<file path="src/rtl/scan_seq_pkg.sv">
package scan_seq_pkg;

  typedef enum logic [1:0] {
    ST_IDLE  = 2'd0,
    ST_SHIFT = 2'd1,
    ST_CAPT  = 2'd2
  } seq_state_e;

  // Neighbour index on the ring of chain positions.
  function automatic int ring_idx(input int i, input int off, input int n);
    return (i + off) % n;
  endfunction

  // Width of a counter that spans n positions (at least one bit).
  function automatic int cnt_width(input int n);
    return (n > 1) ? $clog2(n) : 1;
  endfunction

endpackage

</file>
<file path="src/rtl/scan_cell.sv">
module scan_cell (
  input  logic clk,
  input  logic rst_n,
  input  logic se,
  input  logic ti,
  input  logic fd,
  output logic q
);
  always_ff @(posedge clk or negedge rst_n) begin
    if (!rst_n) q <= 1'b0;
    else        q <= se ? ti : fd;
  end
endmodule

</file>
<file path="src/rtl/scan_cone.sv">
module scan_cone #(
  parameter int N    = 3,
  parameter int SELW = 2
) (
  input  logic [N-1:0]    q,
  input  logic            fault_en,
  input  logic [SELW-1:0] fault_sel,
  input  logic            fault_val,
  output logic [N-1:0]    and_net,
  output logic [N-1:0]    resp
);
  for (genvar i = 0; i < N; i++) begin : g_term
    localparam int J = scan_seq_pkg::ring_idx(i, 1, N);
    localparam int K = scan_seq_pkg::ring_idx(i, 2, N);
    logic raw;
    logic hit;
    assign raw        = q[i] & q[J];
    assign hit        = fault_en && (fault_sel == SELW'(i));
    assign and_net[i] = hit ? fault_val : raw;
    assign resp[i]    = and_net[i] ^ q[K];
  end
endmodule

</file>
<file path="src/rtl/scan_chain.sv">
module scan_chain #(
  parameter int N = 3
) (
  input  logic         clk,
  input  logic         rst_n,
  input  logic         se,
  input  logic         si,
  input  logic [N-1:0] fd,
  output logic [N-1:0] q
);
  for (genvar i = 0; i < N; i++) begin : g_cell
    logic ti_w;
    if (i == 0) begin : g_head
      assign ti_w = si;
    end else begin : g_link
      assign ti_w = q[i-1];
    end
    scan_cell u_cell (
      .clk  (clk),
      .rst_n(rst_n),
      .se   (se),
      .ti   (ti_w),
      .fd   (fd[i]),
      .q    (q[i])
    );
  end
endmodule

</file>
<file path="src/rtl/scan_ctrl.sv">
module scan_ctrl #(
  parameter int N = 3
) (
  input  logic         clk,
  input  logic         rst_n,
  input  logic         start,
  input  logic [N-1:0] pattern,
  input  logic [N-1:0] expected,
  input  logic         chain_tail,
  output logic         scan_en,
  output logic         scan_si,
  output logic         busy,
  output logic         done,
  output logic         fail,
  output logic         shift_fire,
  output logic         capt_fire,
  output logic         cmp_valid,
  output logic         mismatch
);
  import scan_seq_pkg::*;

  localparam int CW = cnt_width(N);
  localparam logic [CW-1:0] LAST = CW'(N - 1);

  seq_state_e      state;
  logic [CW-1:0]   cnt;
  logic [CW-1:0]   pos;
  logic [N-1:0]    pat_q;
  logic [N-1:0]    exp_cur;
  logic [N-1:0]    exp_nxt;
  logic            load_act;
  logic            cmp_act;
  logic            last;
  logic            start_idle;
  logic            start_chain;
  logic            exp_bit;

  always_comb begin
    shift_fire  = (state == ST_SHIFT);
    capt_fire   = (state == ST_CAPT);
    busy        = (state != ST_IDLE);
    scan_en     = shift_fire;
    last        = (cnt == LAST);
    pos         = LAST - cnt;
    scan_si     = load_act & pat_q[pos];
    exp_bit     = exp_cur[pos];
    cmp_valid   = shift_fire & cmp_act;
    mismatch    = cmp_valid & (chain_tail != exp_bit);
    start_idle  = start & (state == ST_IDLE);
    start_chain = start & capt_fire;
  end

  always_ff @(posedge clk or negedge rst_n) begin
    if (!rst_n) begin
      state    <= ST_IDLE;
      cnt      <= '0;
      pat_q    <= '0;
      exp_cur  <= '0;
      exp_nxt  <= '0;
      load_act <= 1'b0;
      cmp_act  <= 1'b0;
      fail     <= 1'b0;
      done     <= 1'b0;
    end else begin
      done <= cmp_valid & last;
      if (start_idle)    fail <= 1'b0;
      else if (mismatch) fail <= 1'b1;

      unique case (state)
        ST_IDLE: begin
          if (start_idle) begin
            pat_q    <= pattern;
            exp_nxt  <= expected;
            load_act <= 1'b1;
            cmp_act  <= 1'b0;
            cnt      <= '0;
            state    <= ST_SHIFT;
          end
        end
        ST_SHIFT: begin
          if (last) begin
            cnt <= '0;
            if (load_act) begin
              state <= ST_CAPT;
            end else begin
              state   <= ST_IDLE;
              cmp_act <= 1'b0;
            end
          end else begin
            cnt <= cnt + CW'(1);
          end
        end
        ST_CAPT: begin
          exp_cur <= exp_nxt;
          cmp_act <= 1'b1;
          cnt     <= '0;
          state   <= ST_SHIFT;
          if (start_chain) begin
            pat_q    <= pattern;
            exp_nxt  <= expected;
            load_act <= 1'b1;
          end else begin
            load_act <= 1'b0;
          end
        end
        default: state <= ST_IDLE;
      endcase
    end
  end
endmodule

</file>
<file path="src/rtl/scan_seq_top.sv">
module scan_seq_top #(
  parameter  int CHAIN_LEN = 3,
  localparam int SELW      = scan_seq_pkg::cnt_width(CHAIN_LEN)
) (
  input  logic                 clk,
  input  logic                 rst_n,
  input  logic                 start,
  input  logic [CHAIN_LEN-1:0] pattern,
  input  logic [CHAIN_LEN-1:0] expected,
  input  logic                 fault_en,
  input  logic [SELW-1:0]      fault_sel,
  input  logic                 fault_val,
  output logic                 scan_in,
  output logic                 scan_out,
  output logic                 scan_enable,
  output logic                 busy,
  output logic                 done,
  output logic                 fail
);
  logic [CHAIN_LEN-1:0] chain_q;
  logic [CHAIN_LEN-1:0] cone_resp;
  logic [CHAIN_LEN-1:0] cone_net;
  logic                 shift_fire;
  logic                 capt_fire;
  logic                 cmp_valid;
  logic                 mismatch;

  assign scan_out = chain_q[CHAIN_LEN-1];

  scan_ctrl #(.N(CHAIN_LEN)) u_ctrl (
    .clk       (clk),
    .rst_n     (rst_n),
    .start     (start),
    .pattern   (pattern),
    .expected  (expected),
    .chain_tail(scan_out),
    .scan_en   (scan_enable),
    .scan_si   (scan_in),
    .busy      (busy),
    .done      (done),
    .fail      (fail),
    .shift_fire(shift_fire),
    .capt_fire (capt_fire),
    .cmp_valid (cmp_valid),
    .mismatch  (mismatch)
  );

  scan_chain #(.N(CHAIN_LEN)) u_chain (
    .clk  (clk),
    .rst_n(rst_n),
    .se   (scan_enable),
    .si   (scan_in),
    .fd   (cone_resp),
    .q    (chain_q)
  );

  scan_cone #(.N(CHAIN_LEN), .SELW(SELW)) u_cone (
    .q        (chain_q),
    .fault_en (fault_en),
    .fault_sel(fault_sel),
    .fault_val(fault_val),
    .and_net  (cone_net),
    .resp     (cone_resp)
  );
endmodule

</file>
<file path="config.mk">
export PLATFORM = sky130hd
export DESIGN_NAME = scan_seq_top
export DESIGN_NICKNAME = d
export VERILOG_FILES = /design/src/rtl/scan_seq_pkg.sv /design/src/rtl/scan_cell.sv /design/src/rtl/scan_cone.sv /design/src/rtl/scan_chain.sv /design/src/rtl/scan_ctrl.sv /design/src/rtl/scan_seq_top.sv
export SDC_FILE = /design/constraint.sdc
export NUM_CORES = 1
export LEC_CHECK = 0
export CORE_MARGIN = 2
export CORE_UTILIZATION = 41
export DETAILED_ROUTE_END_ITERATION = 7
export PLACE_DENSITY = 0.66
export SLEW_MARGIN = 20
export SYNTH_ARGS = -nofsm -noshare
export SYNTH_HDL_FRONTEND = slang
export SYNTH_SLANG_ARGS = --single-unit
export TNS_END_PERCENT = 1
</file>
<file path="constraint.sdc">
create_clock -name clk -period 4.7 [get_ports clk]
set_input_delay 0.47 -clock clk [delete_from_list [all_inputs] [get_ports clk]]
set_output_delay 0.47 -clock clk [all_outputs]
set_load 0.01 [all_outputs]
</file>
# Word-level counts from Yosys, hierarchy flattened
# Index checks and enable logic that the tools add are counted.
# classes
n_eq_ne	10
n_bitwise	12
n_mux	32
n_reduce_logical	14
addsub	2
magnitude_cmp	1
# op_table
operator	count
$mux 1	15
$mux 3	4
$pmux 2 s3	2
$pmux 3 s2	2
$mux 2	5
$and 1x1->1	9
$eq 2x2->1 const B	3
$reduce_and 2->1	3
$reduce_bool 2->1	3
$bmux 1 s2	2
$eq 2x1->1 const B	2
$logic_not 2->1	2
$ne 2x1->1 const B	2
$ne 2x2->1 const B	2
$reduce_and 4->1	1
$logic_and 1x1->1	3
$lt 2x3->1 const B	1
$pmux 1 s3	1
$reduce_and 3->1	1
$reduce_bool 3->1	1
$xor 1x1->1	3
$add 2x1->2 const B	1
$pmux 1 s2	1
$sub 2x2->2 const A	1
$ne 1x1->1	1
# word_totals
register_bits	20
elab_cells	83
input_bits	13

# Logic depth before layout (Yosys ltp)
# Gate-level depths: netlist (run 1).
# logic_depth
depth_word	7
ltp_mapped	6
mapped_depth_nobuf	6

# By module
# From an unflattened synthesis (run 1), not the netlist that was laid out.
# hier_totals
hier_cells	94
hier_area_um2	1063.5
# by_module_without_submodules
module	cells_per_inst	area_each_um2	instances	seq_area_each_um2
scan_ctrl	72	829.5	1	425.4
scan_cell	2	40.0	3	25.0
scan_cone	14	98.8	1	0.0
scan_chain	2	15.0	1	0.0

# Worst setup path before layout (run 1)
# No wires, ideal clock.
# synth_timing
path_type	register to output
startpoint	register u_ctrl.cnt[0]
endpoint	output port scan_in
n_path_buf	0
path_stages_with_launch	6
t_arrival_ns	1.305
setup_slack_ns	2.925
cell_sequence	dfrtp_1 inv_1 ha_1 nor3b_1 a21oi_2 nor2_1
# synth_between
elab_chain_len	4
# synth_lines
item	line_no	text
start: declaration	scan_ctrl.sv:26	logic [CW-1:0] cnt;
start signal: assignment	scan_ctrl.sv:90	cnt <= cnt + CW'(1);
$sub 2x2->2	scan_ctrl.sv:44	pos = LAST - cnt;
$bmux 1 s2	scan_ctrl.sv:45	scan_si = load_act & pat_q[pos];
$mux 1 (implied by the code)	scan_ctrl.sv:45	
$and 1x1->1	scan_ctrl.sv:45	
end: declaration	scan_seq_top.sv:13	output logic scan_in,
# No other way between the ends. The select of a mux whose other input is x is not followed.

# Worst setup path in the final report (run 1)
# Ends and elaborated chain as after synthesis.

==> results of run 1 <==
## final cells by class
cell class,instances,area (sq um)
multi-input combinational,52,427
sequential,20,500
timing repair buffer,18,180
inverter,4,15.0
fill,204,1020
tap,28,35.0
clock buffer,4,36.3
## cell usage after synthesis (2+ instances only)
| cell type | instances |
|---|---|
| and3_1 | 2 |
| o21ai_0 | 3 |
| nor3b_1 | 2 |
| nand2_1 | 3 |
| nand3_1 | 2 |
| dfrtp_1 | 20 |
| mux2_2 | 10 |
| mux2i_1 | 2 |
| nor2b_1 | 3 |
| ha_1 | 3 |
| nand4b_1 | 2 |
| xor2_1 | 3 |
| a21oi_1 | 2 |
| inv_1 | 4 |
| nor2_1 | 2 |
## worst paths after layout
| check | endpoint | slack, ps | startpoint |
|---|---|---|---|
| setup / recovery | scan_in | 2000 | u_ctrl.cnt[0]$_DFFE_PN0P_ |
| hold / removal | u_chain.g_cell[1].u_cell.q$_DFF_PN0_ | 500 | u_chain.g_cell[0].u_cell.q$_DFF_PN0_ |
| setup reg to reg | u_ctrl.fail$_DFFE_PN0P_ | 2930 | u_ctrl.cnt[0]$_DFFE_PN0P_ |
| hold reg to reg | u_chain.g_cell[1].u_cell.q$_DFF_PN0_ | 500 | u_chain.g_cell[0].u_cell.q$_DFF_PN0_ |
| max in group asynchronous | u_ctrl.pat_q[1]$_DFFE_PN0P_ | 3500 | rst_n |
| min in group asynchronous | u_ctrl.exp_nxt[0]$_DFFE_PN0P_ | 650 | rst_n |
## registers in the layout (all words and copies together), names as in the netlist
name / count
u_chain.g_cell.u_cell.q: 3
u_ctrl.exp_nxt: 3
u_ctrl.fail: 1
u_ctrl.load_act: 1
u_ctrl.done: 1
u_ctrl.cmp_act: 1
u_ctrl.state: 2
u_ctrl.exp_cur: 3
u_ctrl.cnt: 2
u_ctrl.pat_q: 3
## cells in the final DEF (no fill, tap or decap), types with 2 or more instances in the layout
master / count
mux2i_1: 2
o21ai_0: 3
nor2_1: 2
ha_1: 3
mux2_2: 10
and3_1: 2
nand4b_1: 2
nor3b_1: 2
clkdlybuf4s50_1: 18
inv_1: 4
dfrtp_1: 20
nand2_1: 3
clkbuf_4: 3
nand3_1: 2
a21oi_1: 2
xor2_1: 3
nor2b_1: 3
## metal layers
metal	wire, microns	track usage, %
met3	67	2.00
met4	17	4.27
met5	0	0
met1	744	17.2
met2	789	22.9
## metrics by stage
step	setup WS [ps]	instance area [sq um]	utilization (%)	hold WS [ps]	cells
floorplan	2930	958	-	174	78
global placement	2400	1160	52.3	475	122
detailed placement	2320	1160	52.3	481	122
CTS	1970	1190	54.0	502	126
global route	1850	1190	54.0	513	126
finish	2000	1190	54.0	496	126
## worst reg2reg max path, delay by kind of cell, from the launching register on
| kind | cells | cell delay (ps) |
|---|---|---|
| DFF | 1 | 480 |
| AOI/OAI and AO/OA | 2 | 380 |
| xor gates and xnor gates | 1 | 170 |
| muxes | 1 | 190 |
| buffers and inverters | 1 | 100 |
| adders and majority gates | 1 | 370 |
## cells by family after synthesis
kind of cell | Yosys count
flops | 20
simple gates | 18
compound gates | 14
mux | 13
buf+inv | 6
xor+xnor | 4
fa+ha+maj | 3
## power breakdown
group / internal, W / leakage, nW / switching (W)
logic: 0.000180 / 0.251 / 0.000128
clock network: 0.0000473 / 0.0210 / 0.0000548
registers: 0.000248 / 0.245 / 0.0000582
total: 0.000475 / 0.517 / 0.000241
==> results by group, run 1 <==
Outcome
  – Status: complete, no violations

Global route
  – Initial antenna violation count: 0
  – First-pass GRT wire length: 2750 microns
  – All-Layer GR Usage: 13.4%
  – Largest net degree at the start of global routing: 21
  – GRT overflow: 0
  – Vias in the first global route: 642

Synth
  – Synthesized Nets: 94
  – Synth Area in XOR/XNOR: 3.66%
  – Synth Instances: 78
  – Share of the synthesized area in the top cell type: 52.2%
  – Mean Syn Cell Area: 12.3 sq um
  – Synthesis Warnings: 0
  – FFs w/ async S/R, synth: 100%
  – Post-synth top flop: dfrtp_1
  – Post-synthesis compound-gate area fraction: 10.4%
  – Largest area contributor in the netlist: dfrtp_1
  – Main combinational cell family by area after synthesis: multiplexers
  – Multiplexer area fraction after synthesis: 15.4%
  – Register area share after synthesis: 52.2%
  – Top cells by area, synth: dfrtp_1 (52%), mux2_2 (12%), ha_1 (3.9%), xor2_1 (2.7%), mux2i_1 (2.1%)
  – Register bit total from synthesis: 20
  – Unique cell type count in the Yosys netlist: 30
  – Post-Synth Simple-Gate Area: 11.1%
  – Number of flops mapped to enable cells by yosys: 0
  – Adder-cell share of the synthesized area: 3.92%
  – Post-synthesis cell area: 958 sq um

Detailed routing
  – TritonRoute pass-1 iters: 4
  – Average vias per placed instance: 5.18
  – Residual DRC: 0
  – Vias post-DR: 653
  – Final wirelength: 1620 microns
  – Routed wire per std cell: 12.8 microns
  – Remaining antenna violation count after routing: 0
  – 1st-iter DRT viols: 11

Timing
  – Slew @ Worst Pin: 887 ps
  – RSZ-0062 raised after global routing: false
  – Final Skew: 11.6 ps
  – Setup violations, final: 0
  – Crit path time final: 2700 ps
  – Sum Neg Setup Slack: 0 ps
  – Fmax: 370 MHz
  – Worst relative slew slack: 40.7%
  – Slew Viols, Final: 0
  – Fin. Hold Viols: 0
  – Tcrit/Tclk final: 57.5%

Worst hold path
  – Worst hold path type: flip-flop to flip-flop
  – Hold Crit Depth: 1

CTS
  – Latest clock arrival within the worst-skew pair: 310 ps
  – Hold_buf cts: 0
  – Post-CTS Setup Bufs: 0
  – CTS tree: yes
  – CTS resizes: 0
  – Worst-path clk slew: 110 ps
  – CTS buffer count: 3
  – Clock root buffer: clkbuf_4
  – Clk sink count: 20
  – Max clock buf depth: 2
  – H-tree levels: 1

Finish
  – Fin nets: 115
  – Fraction of layout cells with a size suffix above 1: 17.3%
  – Area grow syn2layout: 24.5%
  – ANT cells: 0

Placement
  – Final HPWL DP: 1210 microns
  – Port Buffers: 18
  – RD Place Congestion: 0.727

Power
  – Leak: 0.517 nW
  – Peak VDD IR: 0.366 mV
  – Power per cell area: 600 nW/um^2
  – Total power: 0.000716 W

Critical path
  – Arrival time worst endpoint: 2230 ps
  – CP cell instances: inv_1 -> ha_1 -> nor3b_1 -> a21oi_2 -> nor2_1 -> clkdlybuf4s50_1
  – CP delay by family, top: buffers and inverters
  – Buf/Inv on CP: 2
  – CP Launch Type: flip-flop
  – Max incr delay on CP: 550 ps
  – Worst reg-to-reg path cell count: 6
  – CP required: 4230 ps
  – Critical Path Sink Type: output port
  – Levels on crit path: 6
  – Slowest-stage cell, CP: clkdlybuf4s50_1
  – Setup CP Type: flip-flop to output port
  – Critical path peak fanout: 7

Floorplan
  – Die height: 52.4 microns
  – Die X: 52.4 microns
  – Starting Density: 43.3%
  – I/O pins: 19
  – Die ar.: 2740 sq um
  – FP Rows: 17
  – Core area: 2210 sq um

Run
  – Number of max-cap violations: 0
(Power assumes the default switching activity.)
==> inputs of run 2 (changes only) <==
--- a/config.mk
+++ b/config.mk
@@ -8,7 +8,7 @@
 export CORE_MARGIN = 2
 export CORE_UTILIZATION = 41
 export DETAILED_ROUTE_END_ITERATION = 7
-export PLACE_DENSITY = 0.66
+export PLACE_DENSITY = 0.68
 export SLEW_MARGIN = 20
 export SYNTH_ARGS = -nofsm -noshare
 export SYNTH_HDL_FRONTEND = slang
==> constraint.sdc (replaced) <==
create_clock -name clk -period 2.4 [get_ports clk]
set_input_delay 0.24 -clock clk [delete_from_list [all_inputs] [get_ports clk]]
set_output_delay 0.24 -clock clk [all_outputs]
set_load 0.01 [all_outputs]
==> run 2 against run 1 <==
  * Register-to-register slack lost 2300 ps
  * Highest routed layer unchanged
  * Via count grew 2.8%
  * Sequential share of layout area shrank 1.2 points
  * Non-clock buffer count grew 4
  * Final cell count grew 3.2%
  * Critical path depth is the same
  * Largest cell class unchanged
  * First-iteration DRC count shrank 100%
  * Die area is the same
  * Critical path type unchanged
  * Count of clock-buffer cells in the layout is the same
  * Combinational power grew 110%
  * Sequential cell count is the same
==> results by group, run 2 (synthesis gave the netlist of run 1 again) <==
Power
  – Leak: 0.551 nW
  – Peak VDD IR: 0.576 mV
  – Power per cell area: 1180 nW/um^2
  – Total power: 0.00145 W

Critical path
  – Setup CP Type: flip-flop to output port
  – CP required: 2160 ps
  – CP delay by family, top: flip-flops
  – Reg2Reg Setup Slack: 650 ps
  – Critical path peak fanout: 6
  – Slowest-stage cell, CP: dfrtp_2
  – Arrival time worst endpoint: 1780 ps
  – CP cell instances: inv_1 -> ha_1 -> nor3b_2 -> a21oi_2 -> nor2_1 -> dlymetal6s2s_1
  – Critical Path Sink Type: output port
  – Buf/Inv on CP: 2
  – CP Launch Type: flip-flop
  – Max incr delay on CP: 420 ps

Finish
  – Fraction of layout cells with a size suffix above 1: 22.5%
  – Multi-input logic area: 432 sq um
  – Most frequent cells in the layout: dfrtp_1 (19), clkdlybuf4s50_1 (17), mux2_2 (10)
  – Most common cell after layout, fill and taps aside: dfrtp_1
  – Fin nets: 119
  – ANT cells: 0
  – Non-Filler Instances: 130
  – FILL cells: 202
  – Flip-flop and latch area: 502 sq um
  – Area grow syn2layout: 28.6%

CTS
  – Latest clock arrival within the worst-skew pair: 290 ps
  – Worst-path clk slew: 110 ps
  – Clock root buffer: clkbuf_4
  – CTS buffer count: 3
  – H-tree levels: 1
  – CTS tree: yes
  – Clk sink count: 20
  – Max clock buf depth: 2

Floorplan
  – FP Rows: 17
  – I/O pins: 19
  – Die ar.: 2740 sq um
  – Die height: 52.4 microns
  – Starting Density: 43.3%
  – Core area: 2210 sq um
  – Die X: 52.4 microns

Timing
  – Fmax: 496 MHz
  – Worst relative slew slack: 71.8%
  – Final Skew: 1.64 ps
  – Setup violations, final: 0
  – Sum Neg Setup Slack: 0 ps
  – Slew Viols, Final: 0
  – Crit path time final: 2020 ps
  – Fin. Hold Viols: 0
  – Tcrit/Tclk final: 84.1%
  – RSZ-0062 raised after global routing: false
  – Worst Slack Setup Final: 382 ps
  – Slew @ Worst Pin: 423 ps

Placement
  – Port Buffers: 18
  – Dpl ws: 240 ps
  – DP Cell Count: 125
  – RD Place Congestion: 0.778

Detailed routing
  – 1st-iter DRT viols: 0
  – TritonRoute pass-1 iters: 1
  – Average vias per placed instance: 5.16
  – Routed wire per std cell: 13.6 microns
  – Remaining antenna violation count after routing: 0
  – Final wirelength: 1770 microns
  – Residual DRC: 0
  – Vias post-DR: 671

Run
  – Number of max-cap violations: 0

Global route
  – First-pass GRT wire length: 2900 microns
  – Initial antenna violation count: 0
  – All-Layer GR Usage: 14.7%
  – Largest net degree at the start of global routing: 21
  – Vias in the first global route: 657
  – GRT overflow: 0

Outcome
  – Status: complete, no violations

Worst hold path
  – Worst hold path type: input port to async pin
-- run 2: cell count changes in the layout (fill, tap and decap cells not counted), sizes merged --
cell / previous run / this run
buf: 0 / 4
clkdlybuf4s50: 18 / 17
dlymetal6s2s: 0 / 1
-- run 2: area by class of cell --
type                       instances  area share, %
clock buffer                       4           2.94
inverter                           4           1.22
multi-input combinational         52           35.0
sequential                        20           40.7
tap                               28           2.84
timing repair buffer              22           17.3
-- run 2: stage by stage --
step	cell area [sq um]	hold slack, ps	utilization, %
after floorplan	958	-55.6	-
after global placement	1180	475	53.3
after detailed placement	1180	484	53.3
after CTS	1220	278	55.3
after global routing	1230	283	55.7
final	1230	275	55.7
-- run 2: report_power, final --
part | switching (W) | leakage, nW | internal (W)
logic | 0.000277 | 0.286 | 0.000381
clock network | 0.0000962 | 0.0210 | 0.0000923
registers | 0.000114 | 0.244 | 0.000488
total | 0.000487 | 0.551 | 0.000961
-- run 2: final timing paths --
check                                                           from                                   end  cells past startpoint
max in group asynchronous                                      rst_n             u_ctrl.cnt[0]$_DFFE_PN0P_                      2
worst max register to register             u_ctrl.cnt[0]$_DFFE_PN0P_               u_ctrl.fail$_DFFE_PN0P_                      6
worst max-delay path                       u_ctrl.cnt[0]$_DFFE_PN0P_                               scan_in                      6
min in group clk                u_chain.g_cell[0].u_cell.q$_DFF_PN0_  u_chain.g_cell[1].u_cell.q$_DFF_PN0_                      1
worst min-delay path                                           rst_n         u_ctrl.exp_nxt[1]$_DFFE_PN0P_                      2
worst min register to register  u_chain.g_cell[0].u_cell.q$_DFF_PN0_  u_chain.g_cell[1].u_cell.q$_DFF_PN0_                      1
-- run 2: what timing repair did --
item,in CTS,in global routing
setup buffers,0,1
resized for setup,2,1
hold buffers,0,0
pin swaps,0,1
endpoints found under the setup margin,1,1
-- run 2: per-layer routing --
layer	wire length [microns]	track usage, %
met2	944	27.5
met4	11	3.85
met3	60	3.43
met5	0	0
met1	753	16.5
==> inputs of run 3 (changes only) <==
==> constraint.sdc (replaced) <==
create_clock -name clk -period 1.66 [get_ports clk]
set_input_delay 0.166 -clock clk [delete_from_list [all_inputs] [get_ports clk]]
set_output_delay 0.166 -clock clk [all_outputs]
set_load 0.01 [all_outputs]
==> run 3 against run 2 <==
  * Sequential cell count is the same
  * First-iteration DRC count rose by 4
  * Setup slack got worse by 380 ps
  * Non-clock buffer count increased by 10
  * Hold slack worse by 93 ps
  * Routed wire length is 8.5% higher
  * Critical path type unchanged
==> results by group, run 3 (synthesis gave the netlist of run 1 again) <==
Outcome
  – Status: complete, no violations

Detailed routing
  – Routed wl met3: 80 microns
  – TritonRoute pass-1 iters: 2
  – Remaining antenna violation count after routing: 0
  – 1st-iter DRT viols: 4
  – Highest metal used: met4
  – Met1 Wirelength: 829 microns
  – Routed wire per std cell: 13.7 microns
  – Vias post-DR: 712
  – Metal2 WL: 980 microns
  – Residual DRC: 0
  – Average vias per placed instance: 5.09
  – Final wirelength: 1920 microns

Power
  – Leak: 0.606 nW
  – Peak VDD IR: 0.947 mV
  – Power per cell area: 1810 nW/um^2
  – Total power: 0.00246 W

Critical path
  – CP Launch Type: flip-flop
  – Max incr delay on CP: 400 ps
  – CP cell instances: inv_2 -> ha_4 -> nor3b_4 -> a21oi_2 -> nor2_1 -> buf_2
  – Setup CP Type: flip-flop to output port
  – Slowest-stage cell, CP: dfrtp_1
  – Critical Path Sink Type: output port
  – CP delay by family, top: flip-flops
  – Arrival time worst endpoint: 1490 ps
  – Buf/Inv on CP: 2
  – CP required: 1490 ps
  – Critical path peak fanout: 2

Placement
  – Final HPWL DP: 1360 microns
  – DP Cell Count: 133
  – RD Place Congestion: 0.755
  – Dpl cell area: 1240 sq um
  – Port Buffers: 18

Floorplan
  – FP Rows: 17
  – I/O pins: 19
  – Die height: 52.4 microns
  – Core area: 2210 sq um
  – Die ar.: 2740 sq um
  – Starting Density: 43.3%
  – Die X: 52.4 microns

Timing
  – Slew Viols, Final: 0
  – Setup violations, final: 0
  – Slew @ Worst Pin: 418 ps
  – Worst relative slew slack: 72.0%
  – Final Skew: 5.60 ps
  – Fin. Hold Viols: 0
  – Fmax: 604 MHz
  – Sum Neg Setup Slack: 0 ps
  – Tcrit/Tclk final: 99.8%
  – RSZ-0062 raised after global routing: true
  – Crit path time final: 1660 ps
  – WHS: 182 ps

CTS
  – Hold_buf cts: 0
  – CTS tree: yes
  – Clk sink count: 20
  – Latest clock arrival within the worst-skew pair: 300 ps
  – CTS buffer count: 3
  – H-tree levels: 1
  – Worst-path clk slew: 110 ps
  – Clock root buffer: clkbuf_4
  – Max clock buf depth: 2

Run
  – Number of max-cap violations: 0

Global route
  – Initial antenna violation count: 0
  – Largest net degree at the start of global routing: 21
  – GRT overflow: 0
  – First-pass GRT wire length: 3280 microns
  – Vias in the first global route: 752
  – All-Layer GR Usage: 16.6%

Worst hold path
  – Worst hold path type: input port to async pin

Finish
  – Non-Filler Instances: 140
  – Most frequent cells in the layout: dfrtp_1 (19), clkdlybuf4s50_1 (15), buf_4 (14)
  – Finished Cell Area: 1360 sq um
  – Fin nets: 129
  – ANT cells: 0
  – Area grow syn2layout: 41.8%
  – Fraction of layout cells with a size suffix above 1: 35.7%
  – Most common cell after layout, fill and taps aside: dfrtp_1
  – FILL cells: 187
## run 3: worst reg2reg max path, cell delays in order (launching register included)
cell     delay, ps
dfrtp_1        380
inv_2           60
ha_4           280
buf_4          140
mux2i_4        230
o21ai_2         80
xor2_1         140
a32o_1         250
## run 3: path summary, 6_finish.rpt
path,from,end,slack [ps],cells after the start
min,rst_n,u_ctrl.exp_cur[1]$_DFFE_PN0P_,180,2
max,u_ctrl.cnt[1]$_DFFE_PN0P_,scan_in,3,6
max in group asynchronous,rst_n,u_ctrl.state[1]$_DFFE_PN0P_,1260,2
max reg2reg,u_ctrl.cnt[0]$_DFFE_PN0P_,u_ctrl.fail$_DFFE_PN0P_,10,7
min in group clk,expected[2],u_ctrl.exp_nxt[2]$_DFFE_PN0P_,460,2
min reg2reg,u_chain.g_cell[1].u_cell.q$_DFF_PN0_,u_chain.g_cell[2].u_cell.q$_DFF_PN0_,500,1
## run 3: cell type report
class	instances	area [sq um]	share of cell area, %
multi-input combinational	52	469	34.5
inverter	4	15.0	1.10
sequential	20	502	36.9
clock inverter	1	30.0	2.21
tap	28	35.0	2.58
timing repair buffer	32	285	21.0
clock buffer	3	22.5	1.66
## run 3: where the power goes
group	switching, W	leakage [nW]	internal [W]
Clock	0.000147	0.0279	0.000244
Sequential	0.000165	0.243	0.000705
Combinational	0.000491	0.334	0.000704
## run 3: metal layers
| layer | vias to the layer above | GRT usage (%) |
|---|---|---|
| met5 | - | 0 |
| met4 | 0 | 7.69 |
| met3 | 4 | 3.43 |
| met2 | 15 | 28.3 |
| met1 | 350 | 19.9 |
| li1 | 343 | - |
## run 3: what timing repair did
action / in CTS / in global routing
hold endpoints to repair: 0 / 0
setup buffers: 3 / 0
setup endpoints to repair: 4 / 4
gates resized for setup: 10 / 7
pin swaps: 3 / 2
## run 3: through the flow
stage                     util (%)  setup slack (ps)
after floorplan                  -              32.0
after global placement        56.1              -109
after detailed placement      56.1              -121
after CTS                     60.1             -11.2
after global routing          61.4             -97.3
final                         61.4              3.49
